<file path="src/rtl/acq_irq_pkg.sv">
package acq_irq_pkg;

  typedef enum logic [1:0] {
    SEL_NONE,
    SEL_STATUS,
    SEL_ENABLE,
    SEL_MODE
  } rdSel_e;

  typedef struct packed {
    logic       statusRd;
    logic       enableWr;
    logic       modeWr;
    logic       rdStb;
    rdSel_e     rdSel;
    logic [7:0] wrData;
  } ctrlStb_t;

  localparam int STAT_ACQ_BIT = 0;
  localparam int EN_ACQ_BIT   = 0;
  localparam int MODE_OD_BIT  = 0;
  localparam int MODE_AH_BIT  = 1;

endpackage

</file>
<file path="src/rtl/acq_irq_ctrl.sv">
module acq_irq_ctrl
  import acq_irq_pkg::*;
#(
  parameter int                ADDR_W      = 4,
  parameter logic [ADDR_W-1:0] STATUS_ADDR = ADDR_W'(3),
  parameter logic [ADDR_W-1:0] ENABLE_ADDR = ADDR_W'(6),
  parameter logic [ADDR_W-1:0] MODE_ADDR   = ADDR_W'(7)
) (
  input  logic              regWr,
  input  logic              regRd,
  input  logic [ADDR_W-1:0] regAddr,
  input  logic [7:0]        regWdata,
  output ctrlStb_t          strb
);

  logic hitStatus, hitEnable, hitMode;

  assign hitStatus = (regAddr == STATUS_ADDR);
  assign hitEnable = (regAddr == ENABLE_ADDR);
  assign hitMode   = (regAddr == MODE_ADDR);

  always_comb begin
    strb          = '0;
    strb.wrData   = regWdata;
    strb.rdStb    = regRd;
    strb.statusRd = regRd && hitStatus;
    strb.enableWr = regWr && hitEnable;
    strb.modeWr   = regWr && hitMode;
    if (hitStatus)      strb.rdSel = SEL_STATUS;
    else if (hitEnable) strb.rdSel = SEL_ENABLE;
    else if (hitMode)   strb.rdSel = SEL_MODE;
    else                strb.rdSel = SEL_NONE;
  end

endmodule

</file>
<file path="src/rtl/acq_irq_pin.sv">
module acq_irq_pin (
  input  logic irqActive,
  input  logic openDrain,
  input  logic activeHigh,
  output logic pinOut,
  output logic pinOe
);

  always_comb begin
    if (openDrain) begin
      pinOut = activeHigh;
      pinOe  = irqActive;
    end else begin
      pinOut = irqActive ? activeHigh : !activeHigh;
      pinOe  = 1'b1;
    end
  end

endmodule

</file>
<file path="src/rtl/acq_irq_dp.sv">
module acq_irq_dp
  import acq_irq_pkg::*;
#(
  parameter  int AXES     = 3,
  parameter  int AXIS_W   = 16,
  localparam int SAMPLE_W = AXES * AXIS_W
) (
  input  logic                clk,
  input  logic                rstN,
  input  ctrlStb_t            strb,
  input  logic                sampleStb,
  input  logic [SAMPLE_W-1:0] sampleData,
  input  logic                stopSeen,
  output logic [7:0]          regRdata,
  output logic [SAMPLE_W-1:0] dataOut,
  output logic                irqActive,
  output logic                openDrain,
  output logic                activeHigh
);

  logic       acqFlag;
  logic       stopPend;
  logic       loadData;
  logic [7:0] enReg, modeReg, rdReg, rdMux;
  logic [AXIS_W-1:0] axisReg [AXES];

  assign loadData = sampleStb && (stopPend || stopSeen);

  always_ff @(posedge clk) begin
    if (!rstN)              acqFlag <= 1'b0;
    else if (sampleStb)     acqFlag <= 1'b1;
    else if (strb.statusRd) acqFlag <= 1'b0;
  end

  always_ff @(posedge clk) begin
    if (!rstN)         stopPend <= 1'b1;
    else if (loadData) stopPend <= 1'b0;
    else if (stopSeen) stopPend <= 1'b1;
  end

  always_ff @(posedge clk) begin
    if (!rstN) begin
      enReg   <= '0;
      modeReg <= '0;
    end else begin
      if (strb.enableWr) enReg   <= strb.wrData;
      if (strb.modeWr)   modeReg <= strb.wrData;
    end
  end

  always_comb begin
    rdMux = '0;
    case (strb.rdSel)
      SEL_STATUS: rdMux[STAT_ACQ_BIT] = acqFlag;
      SEL_ENABLE: rdMux = enReg;
      SEL_MODE:   rdMux = modeReg;
      default:    rdMux = '0;
    endcase
  end

  always_ff @(posedge clk) begin
    if (!rstN)           rdReg <= '0;
    else if (strb.rdStb) rdReg <= rdMux;
  end

  for (genvar a = 0; a < AXES; a++) begin : g_axis
    always_ff @(posedge clk) begin
      if (!rstN)         axisReg[a] <= '0;
      else if (loadData) axisReg[a] <= sampleData[a*AXIS_W +: AXIS_W];
    end
    assign dataOut[a*AXIS_W +: AXIS_W] = axisReg[a];
  end

  assign regRdata   = rdReg;
  assign irqActive  = acqFlag && enReg[EN_ACQ_BIT];
  assign openDrain  = modeReg[MODE_OD_BIT];
  assign activeHigh = modeReg[MODE_AH_BIT];


  flag_set_chk: assert property (@(posedge clk) disable iff (!rstN)
    sampleStb |=> acqFlag);


  rd_clear_chk: assert property (@(posedge clk) disable iff (!rstN)
    (strb.statusRd && !sampleStb) |=> !acqFlag);


  collide_keep_chk: assert property (@(posedge clk) disable iff (!rstN)
    (strb.statusRd && sampleStb && acqFlag) |=> (acqFlag && regRdata[STAT_ACQ_BIT]));


  data_hold_chk: assert property (@(posedge clk) disable iff (!rstN)
    (!sampleStb || (!stopPend && !stopSeen)) |=> $stable(dataOut));

endmodule

</file>
<file path="src/rtl/acq_irq_status.sv">
module acq_irq_status
  import acq_irq_pkg::*;
#(
  parameter  int                ADDR_W      = 4,
  parameter  int                AXES        = 3,
  parameter  int                AXIS_W      = 16,
  parameter  logic [ADDR_W-1:0] STATUS_ADDR = ADDR_W'(3),
  parameter  logic [ADDR_W-1:0] ENABLE_ADDR = ADDR_W'(6),
  parameter  logic [ADDR_W-1:0] MODE_ADDR   = ADDR_W'(7),
  localparam int                SAMPLE_W    = AXES * AXIS_W
) (
  input  logic                clk,
  input  logic                rstN,
  input  logic                sampleStb,
  input  logic [SAMPLE_W-1:0] sampleData,
  input  logic                stopSeen,
  input  logic                regWr,
  input  logic                regRd,
  input  logic [ADDR_W-1:0]   regAddr,
  input  logic [7:0]          regWdata,
  output logic [7:0]          regRdata,
  output logic [SAMPLE_W-1:0] dataOut,
  output logic                pinOut,
  output logic                pinOe
);

  ctrlStb_t strb;
  logic irqActive, openDrain, activeHigh;

  acq_irq_ctrl #(
    .ADDR_W(ADDR_W), .STATUS_ADDR(STATUS_ADDR),
    .ENABLE_ADDR(ENABLE_ADDR), .MODE_ADDR(MODE_ADDR)
  ) u_ctrl (
    .regWr(regWr), .regRd(regRd), .regAddr(regAddr),
    .regWdata(regWdata), .strb(strb)
  );

  acq_irq_dp #(.AXES(AXES), .AXIS_W(AXIS_W)) u_dp (
    .clk(clk), .rstN(rstN), .strb(strb), .sampleStb(sampleStb),
    .sampleData(sampleData), .stopSeen(stopSeen), .regRdata(regRdata),
    .dataOut(dataOut), .irqActive(irqActive), .openDrain(openDrain),
    .activeHigh(activeHigh)
  );

  acq_irq_pin u_pin (
    .irqActive(irqActive), .openDrain(openDrain), .activeHigh(activeHigh),
    .pinOut(pinOut), .pinOe(pinOe)
  );

endmodule

</file>
<file path="config.mk">
export PLATFORM = sky130hd
export DESIGN_NAME = acq_irq_status
export DESIGN_NICKNAME = d
export VERILOG_FILES = /design/src/rtl/acq_irq_pkg.sv /design/src/rtl/acq_irq_ctrl.sv /design/src/rtl/acq_irq_pin.sv /design/src/rtl/acq_irq_dp.sv /design/src/rtl/acq_irq_status.sv
export SDC_FILE = /design/constraint.sdc
export NUM_CORES = 1
export LEC_CHECK = 0
export ABC_AREA = 1
export BUFFER_PORTS_ARGS = -buffer_cell sky130_fd_sc_hd__buf_4
export CAP_MARGIN = 25
export CORE_MARGIN = 2
export CORE_UTILIZATION = 38
export DETAILED_ROUTE_END_ITERATION = 10
export GPL_TIMING_DRIVEN = 0
export PLACE_DENSITY = 0.66
export SKIP_LAST_GASP = 1
export SLEW_MARGIN = 0
export SYNTH_ARGS = -nofsm -noshare
export SYNTH_HDL_FRONTEND = slang
export SYNTH_SLANG_ARGS = --single-unit
export TNS_END_PERCENT = 100
</file>
<file path="constraint.sdc">
create_clock -name clk -period 6.12 [get_ports clk]
set_input_delay 0.918 -clock clk [delete_from_list [all_inputs] [get_ports clk]]
set_output_delay 0.918 -clock clk [all_outputs]
set_load 0.05 [all_outputs]
</file>
## Yosys cells after proc, flatten, opt, wreduce, memory -nomap -nowiden

Memory sizes are Yosys's and may differ from the RTL's.
Cells that the tools add are included.

- Reduce and logical (&&, ||, !) cells: 9
- Equality and inequality tests: 6
- Mux-type cells: 19
- Bitwise operators: 3

Operators with widths:

| cell | count |
|---|---|
| 2-to-1 mux 16 bit | 3 |
| one-hot mux 7 bit (2 select lines) | 1 |
| 2-to-1 mux 1 bit | 11 |
| == test 4 x 3 -> 1 bit, second input constant | 2 |
| 2-to-1 mux 2 bit | 3 |
| logical AND 1 bit | 5 |
| == test 2 bit, second input constant | 2 |
| == test 4 x 2 -> 1 bit, second input constant | 1 |
| nonzero test 2 bit | 2 |
| bitwise OR 1 bit | 3 |
| one-hot mux 1 bit (3 select lines) | 1 |
| == test 2 x 1 -> 1 bit, second input constant | 1 |
| zero test 1 bit | 1 |
| logical OR 1 bit | 1 |

- Memories: 1
- Bits of input ports: 66
- Bits in registers: 26
- RAM bits: 48

Memory list:

| memory | words | bits a word | read ports | clocked after memory_dff | write ports | line | RTL |
|---|---|---|---|---|---|---|---|
| u_dp.axisReg | 3 | 16 | 3 | 0 | 3 | acq_irq_dp.sv:25 | `logic [AXIS_W-1:0] axisReg [AXES];` |

## Logic depth before layout (Yosys ltp)

Gate-level depths: netlist (run 1).

- Word-level depth: 6
- Depth in mapped cells: 8
- Depth with buffers taken out: 7

## By module

Synthesis (run 1) repeated with hierarchy kept, for this count alone.

- Cell total of the unflattened synthesis: 334
- Area, all modules: 3174.3 um2

By module, submodules not included:

| module | sequential area each (um2) | instances | area each (um2) | cells each |
|---|---|---|---|---|
| acq_irq_dp | 1961.9 | 1 | 3006.6 | 303 |
| acq_irq_ctrl | 0.0 | 1 | 133.9 | 22 |
| acq_irq_pin | 0.0 | 1 | 33.8 | 9 |

## Worst setup path before layout (run 1)

No wires, ideal clock.

- Path kind: input to register
- Start point: input port rstN
- End point: memory u_dp.axisReg[0][0], enable pin
- Stages: 2
- Arrival time: 1.970 ns
- Data required time: 5.536 ns
- Slack: 3.566 ns
- Path buffers: 1
- Path through: clkbuf_1 -> nand2_1

RTL lines:

| what | line | RTL |
|---|---|---|
| start: declaration | acq_irq_status.sv:13 | `input logic rstN,` |
| end: declaration | acq_irq_dp.sv:25 |  |

## Worst setup path in the final report (run 1)

- Start point: register u_dp.enReg[0]
- End point: output port pinOut

- Cells in the longest elaborated chain, start to end: 3

Ends and longest elaborated chain:

| what | line | RTL |
|---|---|---|
| start: declaration | acq_irq_dp.sv:24 | `logic [7:0] enReg, modeReg, rdReg, rdMux;` |
| start signal: assignment | acq_irq_dp.sv:46 | `if (strb.enableWr) enReg <= strb.wrData;` |
| logical AND 1 bit | acq_irq_dp.sv:75 | `assign irqActive = acqFlag && enReg[EN_ACQ_BIT];` |
| 2-to-1 mux 1 bit | acq_irq_pin.sv:14 | `pinOut = irqActive ? activeHigh : !activeHigh;` |
| 2-to-1 mux 1 bit | acq_irq_pin.sv:10 | `if (openDrain) begin` |
| end: declaration | acq_irq_status.sv:23 | `output logic pinOut,` |

No other way between the ends.

==> results of run 1 <==
## per-layer routing
| layer | global-route usage, % | vias up | routed length [um] |
|---|---|---|---|
| li1 | - | 1234 | - |
| met1 | 19.7 | 1034 | 2890 |
| met2 | 25.5 | 97 | 3040 |
| met3 | 4.39 | 10 | 533 |
| met4 | 5.15 | 0 | 92 |
| met5 | 0 | - | 0 |
## power groups by stage
stage               sequential [W]  combinational, W  clock, W
finish                    0.000573          0.000227  0.000451
global route              0.000576          0.000242  0.000482
CTS                       0.000573          0.000229  0.000462
detailed placement        0.000585          0.000229         0
global placement          0.000585          0.000225         0
floorplan                 0.000682         0.0000435         0
## registers in the layout (all words and copies together) (netlist names)
register and count:
u_dp.axisReg 48, u_dp.regRdata 8, u_dp.stopPend 1, u_dp.modeReg 8, u_dp.acqFlag 1, u_dp.enReg 8
## final timing paths
kind | from | to | slack, ps | cells after the start
setup / recovery | u_dp.enReg[0] | pinOut | 4000 | 4
hold / removal | u_dp.modeReg[7] | u_dp.modeReg[7] | 460 | 2
setup reg to reg | u_dp.stopPend | u_dp.axisReg[1][9] | 4700 | 5
hold reg to reg | u_dp.modeReg[7] | u_dp.modeReg[7] | 460 | 2
## layout make-up
type	count	share of cell area (%)
timing repair buffer	122	21.6
sequential	74	45.7
tap	102	2.97
buffer	11	1.75
clock buffer	10	2.97
multi-input combinational	164	16.5
inverter	65	5.80
clock inverter	6	2.68
## cells in the final DEF (no fill, tap or decap), types with 9 or more instances in the layout
| master | n |
|---|---|
| nand2_1 | 35 |
| nand3_1 | 18 |
| buf_4 | 121 |
| nor2_1 | 81 |
| edfxtp_1 | 48 |
| inv_1 | 63 |
| a21oi_1 | 10 |
| dfxtp_1 | 26 |
| clkbuf_8 | 9 |
| o21ai_0 | 12 |
## worst reg2reg max path: stages, from the launching register on
cell and delay, ps:
dfxtp_1 310, o21ai_0 310, or2_1 210, buf_6 160
buf_6 140, nor2_1 40
## cell families (layout without fill, tap and decap cells)
kind of cell           after synthesis  after routing  synth area share (%)
AO/OA/AOI/OAI                       22             22                  3.68
XOR/XNOR                             1              1                 0.293
buffers and inverters               76            214                  10.8
flip-flops                          74             74                  65.6
AND/OR/NAND/NOR                    141            141                  19.6
## stage by stage
stage	instances	cell area [sq um]	utilization (%)	hold slack, ps
global route	554	4290	55.8	480
finish	554	4290	55.8	464
global placement	537	4030	52.4	450
detailed placement	538	4050	52.7	452
CTS	554	4290	55.8	464
floorplan	314	2990	-	441
==> qor.yml, run 1 <==
timing.final.crit_share_pct: 34.6
path_clk_slew_ps: 80
synth_common_cells: "nor2_1, inv_1, edfxtp_1"
vdd.ir_drop.worst_v: 0.000164
layout_setup_ws_ps: 4000
postSynthCellCount: 314
final.min_clock_period_ps: 2120
clockBufferDepth: 2
yosysSeqAreaShare_pct: 65.6
setup_viol: 0
crit_buf_inv: 1
outcome: "complete, no violations"
cts_resized: 0
clock_sinks: 74
fin_skew_ps: 9.92
start_kind: "flip-flop"
syn_to_final_growth_pct: 43.5
avgSynthCellArea_sq_um: 9.53
syn_area_sq_mm: 0.00299
drc_errors: 0
criticalPathCategory: "reg -> out"
track_usage_pct: 15.5
grt_max_degree: 43
swShare_pct: 27.1
n_fill_cell: 707
clock.fmax_mhz: 472
synthArstFlopShare_pct: 0
worst_setup_path_end_kind: "output port"
critPathSlowestCell: "dfxtp_1"
die_area_sq_mm: 0.00860
core-area_sq_mm: 0.00769
portBuffers: 121
slew_violations: 0
yosysTopAreaCell: "edfxtp_1"
grt_pass1_wl_mm: 10.4
drt_wl_total_mm: 6.55
path_cells: "nand2_1 > nand2_1 > xor2_1 > buf_4"
antenna_found_initial: 0
place_ws_ps: 3970
p_per_area_mw_per_mm2: 291
cp.arrival_ps: 1200
synth_top_cell_area_share_pct: 48.2
drt-wirelength-per-cell_um: 11.8
rsz0062_at_grt: "no"
drt_iter0_markers: 52
crit_top_cell: "nand2_1"
ctsRootBufferMaster: "clkbuf_8"
synth-seq-cells: 74
power_frac_clock_pct: 36.1
syn_nets: 380
slew_headroom_pct: 70.4
layout-drive-gt1-share_pct: 33.6
die_w_um: 92.7
dpl.hpwl_mm: 4.88
maxCapViolations: 0
num-nets-final: 513
critPathMaxFanout: 3
grt_pass1_vias: 2218
totalNegativeSetupSlack_ps: 0
hold_buffers: 0
yosysWarnings: 0
routed_via_density: 4.29
p_int_w: 0.000912
p_seq_share_pct: 45.8
grt_overflow: 0
min_path_type: "reg -> reg"
slowest_delay_ps: 350
diodes: 0
start_util_pct: 38.9
num_rows: 32
first_pass_iters: 4
p_comb_share_pct: 18.2
post_cts_buffers: 0
ant_nets: 0
finalHoldViolCount: 0
cts_tree: "done"
post-synth-top-count-cell: "nor2_1"
numCtsBuffers: 9
worst_slew_pin_slew_ps: 444
synth_top_flop_cell: "edfxtp_1"
yosys-top-cells-area: "edfxtp_1, dfxtp_1, nor2_1"
required_ps: 5200
ios: 124
synth_cell_types: 20
clk_latency_ps: 330
regArea_sq_mm: 0.00196
synth_edf_count: 48
power_w: 0.00125
vias: 2375
multi_input_area_sq_um: 708
gp_congestion: 0.836
p_sw_w: 0.000339
htreeDepth: 3
leakagePower_nw: 2.13
die_h_um: 92.7
crit_family: "flip-flops"
Note: power is estimated with default switching activity, not from simulation.
==> inputs of run 2 (changes only) <==
--- a/config.mk
+++ b/config.mk
@@ -5,14 +5,14 @@
 export SDC_FILE = /design/constraint.sdc
 export NUM_CORES = 1
 export LEC_CHECK = 0
-export ABC_AREA = 1
+export ABC_AREA = 0
 export BUFFER_PORTS_ARGS = -buffer_cell sky130_fd_sc_hd__buf_4
 export CAP_MARGIN = 25
 export CORE_MARGIN = 2
 export CORE_UTILIZATION = 38
 export DETAILED_ROUTE_END_ITERATION = 10
 export GPL_TIMING_DRIVEN = 0
-export PLACE_DENSITY = 0.66
+export PLACE_DENSITY = 0.68
 export SKIP_LAST_GASP = 1
 export SLEW_MARGIN = 0
 export SYNTH_ARGS = -nofsm -noshare
==> constraint.sdc (replaced) <==
create_clock -name clk -period 1.9 [get_ports clk]
set_input_delay 0.285 -clock clk [delete_from_list [all_inputs] [get_ports clk]]
set_output_delay 0.285 -clock clk [all_outputs]
set_load 0.05 [all_outputs]
==> qor.yml, run 2 <==
outcome: "complete, no violations"  # unchanged
track_usage_pct: 15.9  # was 15.5%
vias: 2227  # was 2375
drt_iter0_markers: 87  # was 52
postSynthCellCount: 235  # was 314
slew_headroom_pct: 73.0  # was 70.4%
crit_path_start: "u_dp.enReg[0]"  # unchanged
largest_register_ffs: 48  # unchanged
post_dp_cell_area_sq_mm: 0.00402  # was 0.00405 sq mm
clock.fmax_mhz: 640
cp.arrival_ps: 1280  # was 1200 ps
p_comb_share_pct: 18.7  # was 18.2%
p_seq_share_pct: 47.9  # was 45.8%
grt_max_degree: 49  # was 43
ctsRootBufferMaster: "clkbuf_8"  # unchanged
crit_family: "flip-flops"  # unchanged
synthArstFlopShare_pct: 0  # unchanged
drc_errors: 0  # unchanged
power_frac_clock_pct: 33.4  # was 36.1%
first_pass_iters: 4  # unchanged
timing.hold.ws_ps: 158  # was 464 ps
final_common_cell: "buf_4"  # unchanged
fin_skew_ps: 7.40  # was 9.92 ps
yosys-top-cells-area: "edfxtp_1, dfxtp_1, and2_1"  # was edfxtp_1, dfxtp_1, nor2_1
num_rows: 32  # unchanged
regMostFlops: "u_dp.axisReg"  # unchanged
leakagePower_nw: 1.82  # was 2.13 nW
place_ws_ps: -51.5  # was 3970 ps
num-nets-final: 436  # was 513
required_ps: 1620  # was 5200 ps
layout-drive-gt1-share_pct: 42.4  # was 33.6%
cts_tree: "done"  # unchanged
setup_viol: 0  # unchanged
routed_via_density: 4.67  # was 4.29
synth-seq-cells: 74  # unchanged
synth_edf_count: 48  # unchanged
ios: 124  # unchanged
r2r-start: "u_dp.stopPend"  # unchanged
slew_violations: 0  # unchanged
critPathMaxFanout: 4  # was 3
vdd.ir_drop.worst_v: 0.000404  # was 0.000164 V
path_clk_slew_ps: 80  # about the same
die_area_sq_mm: 0.00852  # was 0.00860 sq mm
diodes: 0  # unchanged
drt_wl_total_mm: 6.57  # was 6.55 mm
syn_area_sq_mm: 0.00296  # was 0.00299 sq mm
yosysTopAreaCell: "edfxtp_1"  # unchanged
grt_pass1_wl_mm: 10.5  # was 10.4 mm
maxCapViolations: 0  # unchanged
p_int_w: 0.00280  # was 0.000912 W
final_cell_mix: "buf_4, and2_1, edfxtp_1"  # was buf_4, nor2_1, inv_1
yosysWarnings: 0  # unchanged
clock_sinks: 74  # unchanged
worst_setup_path_end_kind: "output port"  # unchanged
criticalPathCategory: "reg -> out"  # unchanged
synth_top_flop_cell: "edfxtp_1"  # unchanged
yosysSeqAreaShare_pct: 66.2  # was 65.6%
crit_buf_inv: 1  # unchanged
start_kind: "flip-flop"  # unchanged
post-synth-top-count-cell: "and2_1"  # was nor2_1
synth_common_cells: "and2_1, edfxtp_1, dfxtp_1"  # was nor2_1, inv_1, edfxtp_1
min_path_type: "in -> reg"  # was reg -> reg
antenna_found_initial: 0  # unchanged
syn_to_final_growth_pct: 43.3  # was 43.5%
gp_congestion: 0.834  # was 0.836
drt-wirelength-per-cell_um: 13.8  # was 11.8 um
post_cts_buffers: 0  # unchanged
die_h_um: 92.3  # was 92.7 um
worst_slew_pin_slew_ps: 405  # was 444 ps
start_util_pct: 38.7  # was 38.9%
portBuffers: 123  # was 121
critPathSlowestCell: "dfxtp_1"  # unchanged
slowest_delay_ps: 330  # was 350 ps
grt_pass1_vias: 2121  # was 2218
numCtsBuffers: 9  # unchanged
layout_setup_ws_ps: 337  # was 4000 ps
htreeDepth: 3  # unchanged
finalHoldViolCount: 0  # unchanged
final.min_clock_period_ps: 1560
p_per_area_mw_per_mm2: 907  # was 291 mW/mm^2
clockBufferDepth: 2  # unchanged
grt_overflow: 0  # unchanged
clk_latency_ps: 330  # about the same
swShare_pct: 27.4  # was 27.1%
die_w_um: 92.3  # was 92.7 um
cts_resized: 0  # unchanged
path_cells: "a21oi_1 > xor2_1 > buf_4"  # was nand2_1 > nand2_1 > xor2_1 > buf_4
rsz0062_at_grt: "no"  # unchanged
core-area_sq_mm: 0.00765  # was 0.00769 sq mm
ant_nets: 0  # unchanged
synth_top_cell_area_share_pct: 48.6  # was 48.2%
design_area_sq_mm: 0.00425  # was 0.00429 sq mm
avgSynthCellArea_sq_um: 12.6  # was 9.53 sq um
timing.final.crit_share_pct: 82.3
synth_cell_types: 32  # was 20
hold_buffers: 0  # unchanged
final_util_pct: 55.5  # was 55.8%
p_sw_w: 0.00105  # was 0.000339 W
hp-start: "sampleStb"  # was u_dp.modeReg[7]
syn_nets: 301  # was 380
n_fill_cell: 687  # was 707
dpl.hpwl_mm: 5.02  # was 4.88 mm
-- run 2: through the flow --
step	power, W	instances	setup TNS, ps
detailed placement	0.00260	460	-2380
finish	0.00385	477	0
global placement	0.00259	460	-1600
floorplan	0.00232	235	0
CTS	0.00389	476	0
global route	0.00401	477	0
-- run 2: worst register-to-register path: stages (launching register included) --
cell and delay, ps:
dfxtp_1 310, o21ai_1 200, nor2_1 110, buf_4 180
buf_4 160, and2_1 170
-- run 2: area by class of cell --
cell class              count  area, sq um  area share [%]
clock buffers              10          128            3.01
clock inverters             6         81.3            1.92
inverters                   4         15.0           0.354
repair buffers            124          943            22.2
multi-input cells         142          876            20.6
flip-flops and latches     74         1960            46.2
well taps                 102          128            3.01
plain buffers              15          113            2.65
-- run 2: metal layers --
metal / vias to the layer above / track usage [%] / part of all wire, % / routed length (um)
met5: - / 0 / 0 / 0
met3: 8 / 4.39 / 7.9 / 519
li1: 1114 / - / - / -
met1: 1011 / 20.5 / 44 / 2860
met4: 0 / 5.97 / 1.0 / 66
met2: 94 / 25.4 / 48 / 3120
-- run 2: final timing paths --
path,endpoint,slack [ps],cells after the start
worst max-delay path,pinOut,340,3
worst min register to register,u_dp.enReg[7],480,2
worst min-delay path,u_dp.stopPend,160,2
worst max register to register,u_dp.axisReg[0][2],520,5
-- run 2: logic make-up (layout without fill, tap and decap cells) --
kind of cell / Yosys count / after routing / synth area share, %
AOI/OAI and AO/OA: 54 / 54 / 11.9
and+or+nand+nor: 86 / 86 / 16.9
xor gates and xnor gates: 1 / 1 / 0.296
muxes: 1 / 1 / 0.380
buffers and inverters: 19 / 159 / 4.31
DFF: 74 / 74 / 66.2
-- run 2: power by group through the flow --
stage                     clock network (W)  registers [W]  logic, W
after global placement                    0        0.00188  0.000714
after global routing                0.00139        0.00185  0.000759
after detailed placement                  0        0.00188  0.000718
after CTS                           0.00132        0.00185  0.000719
after floorplan                           0        0.00219  0.000127
final                               0.00129        0.00184  0.000720
==> inputs of run 3 (changes only) <==
--- a/config.mk
+++ b/config.mk
@@ -5,7 +5,7 @@
 export SDC_FILE = /design/constraint.sdc
 export NUM_CORES = 1
 export LEC_CHECK = 0
-export ABC_AREA = 0
+export ABC_AREA = 1
 export BUFFER_PORTS_ARGS = -buffer_cell sky130_fd_sc_hd__buf_4
 export CAP_MARGIN = 25
 export CORE_MARGIN = 2
==> constraint.sdc (replaced) <==
create_clock -name clk -period 1.25 [get_ports clk]
set_input_delay 0.1875 -clock clk [delete_from_list [all_inputs] [get_ports clk]]
set_output_delay 0.1875 -clock clk [all_outputs]
set_load 0.05 [all_outputs]
==> qor.yml, run 3 (synthesis gave the netlist of run 1 again) <==
outcome: "finished, violations left"  # was complete, no violations
failed_checks: "setup timing"
path_clk_slew_ps: 80  # about the same
grt_overflow: 0  # unchanged
numCtsBuffers: 9  # unchanged
final_util_pct: 58.5  # was 55.5%
final.min_clock_period_ps: 1330
vdd.ir_drop.worst_v: 0.000669  # was 0.000404 V
die_h_um: 92.7  # was 92.3 um
drc_errors: 0  # unchanged
slew_headroom_pct: 57.7  # was 73.0%
totalNegativeSetupSlack_ps: -1390  # was 0 ps
track_usage_pct: 15.8  # was 15.9%
num-nets-final: 520  # was 436
ios: 124  # unchanged
grt_pass1_wl_mm: 10.6  # was 10.5 mm
cp.arrival_ps: 1140  # was 1280 ps
critPathMaxFanout: 2  # was 4
fin_skew_ps: 8.28  # was 7.40 ps
rsz0062_at_grt: "yes"  # was no
die_area_sq_mm: 0.00860  # was 0.00852 sq mm
drt_iter0_markers: 109  # was 87
htreeDepth: 3  # unchanged
dpl.hpwl_mm: 4.95  # was 5.02 mm
start_kind: "flip-flop"  # unchanged
layoutNonFillerInstCount: 561  # was 477
antenna_found_initial: 0  # unchanged
grt_pass1_vias: 2346  # was 2121
leakagePower_nw: 2.21  # was 1.82 nW
routed_via_density: 4.39  # was 4.67
cts_tree: "done"  # unchanged
finalHoldViolCount: 0  # unchanged
worst_setup_path_end_kind: "output port"  # unchanged
diodes: 0  # unchanged
p_per_area_mw_per_mm2: 1340  # was 907 mW/mm^2
ff2ff_setup_slack_ps: -40  # was 520 ps
maxCapViolations: 0  # unchanged
power_w: 0.00601  # was 0.00385 W
drt-wirelength-per-cell_um: 12.2  # was 13.8 um
regMostFlops: "u_dp.axisReg"  # unchanged
clock_sinks: 74  # unchanged
setup_viol: 50  # was 0
clock.fmax_mhz: 751
required_ps: 1060  # was 1620 ps
layout-drive-gt1-share_pct: 41.2  # was 42.4%
first_pass_iters: 6  # was 4
layout_setup_ws_ps: -82.4  # was 337 ps
start_util_pct: 38.9  # was 38.7%
timing.final.crit_share_pct: 107
clockBufferDepth: 2  # unchanged
final_cell_mix: "buf_4, inv_1, nor2_1"  # was buf_4, and2_1, edfxtp_1
die_w_um: 92.7  # was 92.3 um
slew_violations: 0  # unchanged
num_rows: 32  # unchanged
largest_register_ffs: 48  # unchanged
drt_wl_total_mm: 6.84  # was 6.57 mm
syn_to_final_growth_pct: 50.4  # was 43.3%
portBuffers: 121  # was 123
ant_nets: 0  # unchanged
grt_max_degree: 49  # unchanged
clk_latency_ps: 340  # was 330 ps
placed_cells: 537  # was 460
core-area_sq_mm: 0.00769  # was 0.00765 sq mm
criticalPathCategory: "reg -> out"  # unchanged
worst_slew_pin_slew_ps: 635  # was 405 ps
min_path_type: "in -> reg"  # unchanged
ctsRootBufferMaster: "clkbuf_8"  # unchanged
final_common_cell: "buf_4"  # unchanged
hold_buffers: 0  # unchanged
vias: 2462  # was 2227
gp_congestion: 0.794  # was 0.834
[run 3: changes by cell type in the layout (fill, tap and decap cells not counted), moves of 4 or more]
cell      delta
nor2_2      +15
inv_1       +59
and2_1      -49
a21oi_1      -9
a221oi_2     -6
nand2_2      +4
nor2_1      +53
nand2_1     +28
nor2_4       +5
dfxtp_2      +4
dfxtp_1      -4
o21ai_0     -13
[run 3: routing by layer]
metal	wire length, um	GRT usage (%)	vias up
li1	-	-	1246
met1	2880	18.5	1098
met2	3280	27.7	104
met3	565	4.07	14
met4	114	6.37	0
met5	0	0	-
[run 3: per-stage QoR]
stage                     hold WS [ps]  area [sq um]  setup slack, ps
after global routing               111          4500             -156
after floorplan                    312          3010             29.5
after global placement             411          4040             -294
final                             93.6          4500            -82.4
after CTS                         74.4          4350             -103
after detailed placement           417          4040             -297
[run 3: cell type report]
| class | count | area, sq um |
|---|---|---|
| fill | 668 | 3190 |
| multi-input combinational | 164 | 810 |
| tap | 102 | 128 |
| timing repair buffer | 129 | 1030 |
| buffer | 11 | 96.3 |
| clock buffer | 13 | 180 |
| inverter | 65 | 249 |
| clock inverter | 3 | 43.8 |
| sequential | 74 | 1970 |
[run 3: worst paths after layout]
kind / startpoint / to / depth (start not counted)
worst min-delay path: stopSeen / u_dp.stopPend / 3
worst max register to register: u_dp.stopPend / u_dp.axisReg[1][15] / 2
worst min register to register: u_dp.modeReg[4] / u_dp.modeReg[4] / 2
worst max-delay path: u_dp.enReg[0] / pinOut / 4
[run 3: power by group]
part           internal, W  switching, W
Sequential         0.00276     0.0000498
Combinational     0.000414      0.000773
Clock              0.00116      0.000857
[run 3: worst max-delay path, stage by stage, from the launching register on]
cell	delay (ps)
dfxtp_2	350
nand2_2	60
nand2_2	70
xor2_2	150
buf_6	170
[run 3: timing repair]
| item | CTS | global route |
|---|---|---|
| pin swaps | 4 | 3 |
| resized for setup | 14 | 29 |
| buffers inserted | 4 | 2 |
| hold endpoints to repair | 0 | 0 |
| gates cloned | 0 | 2 |
| endpoints found under the setup margin | 90 | 90 |
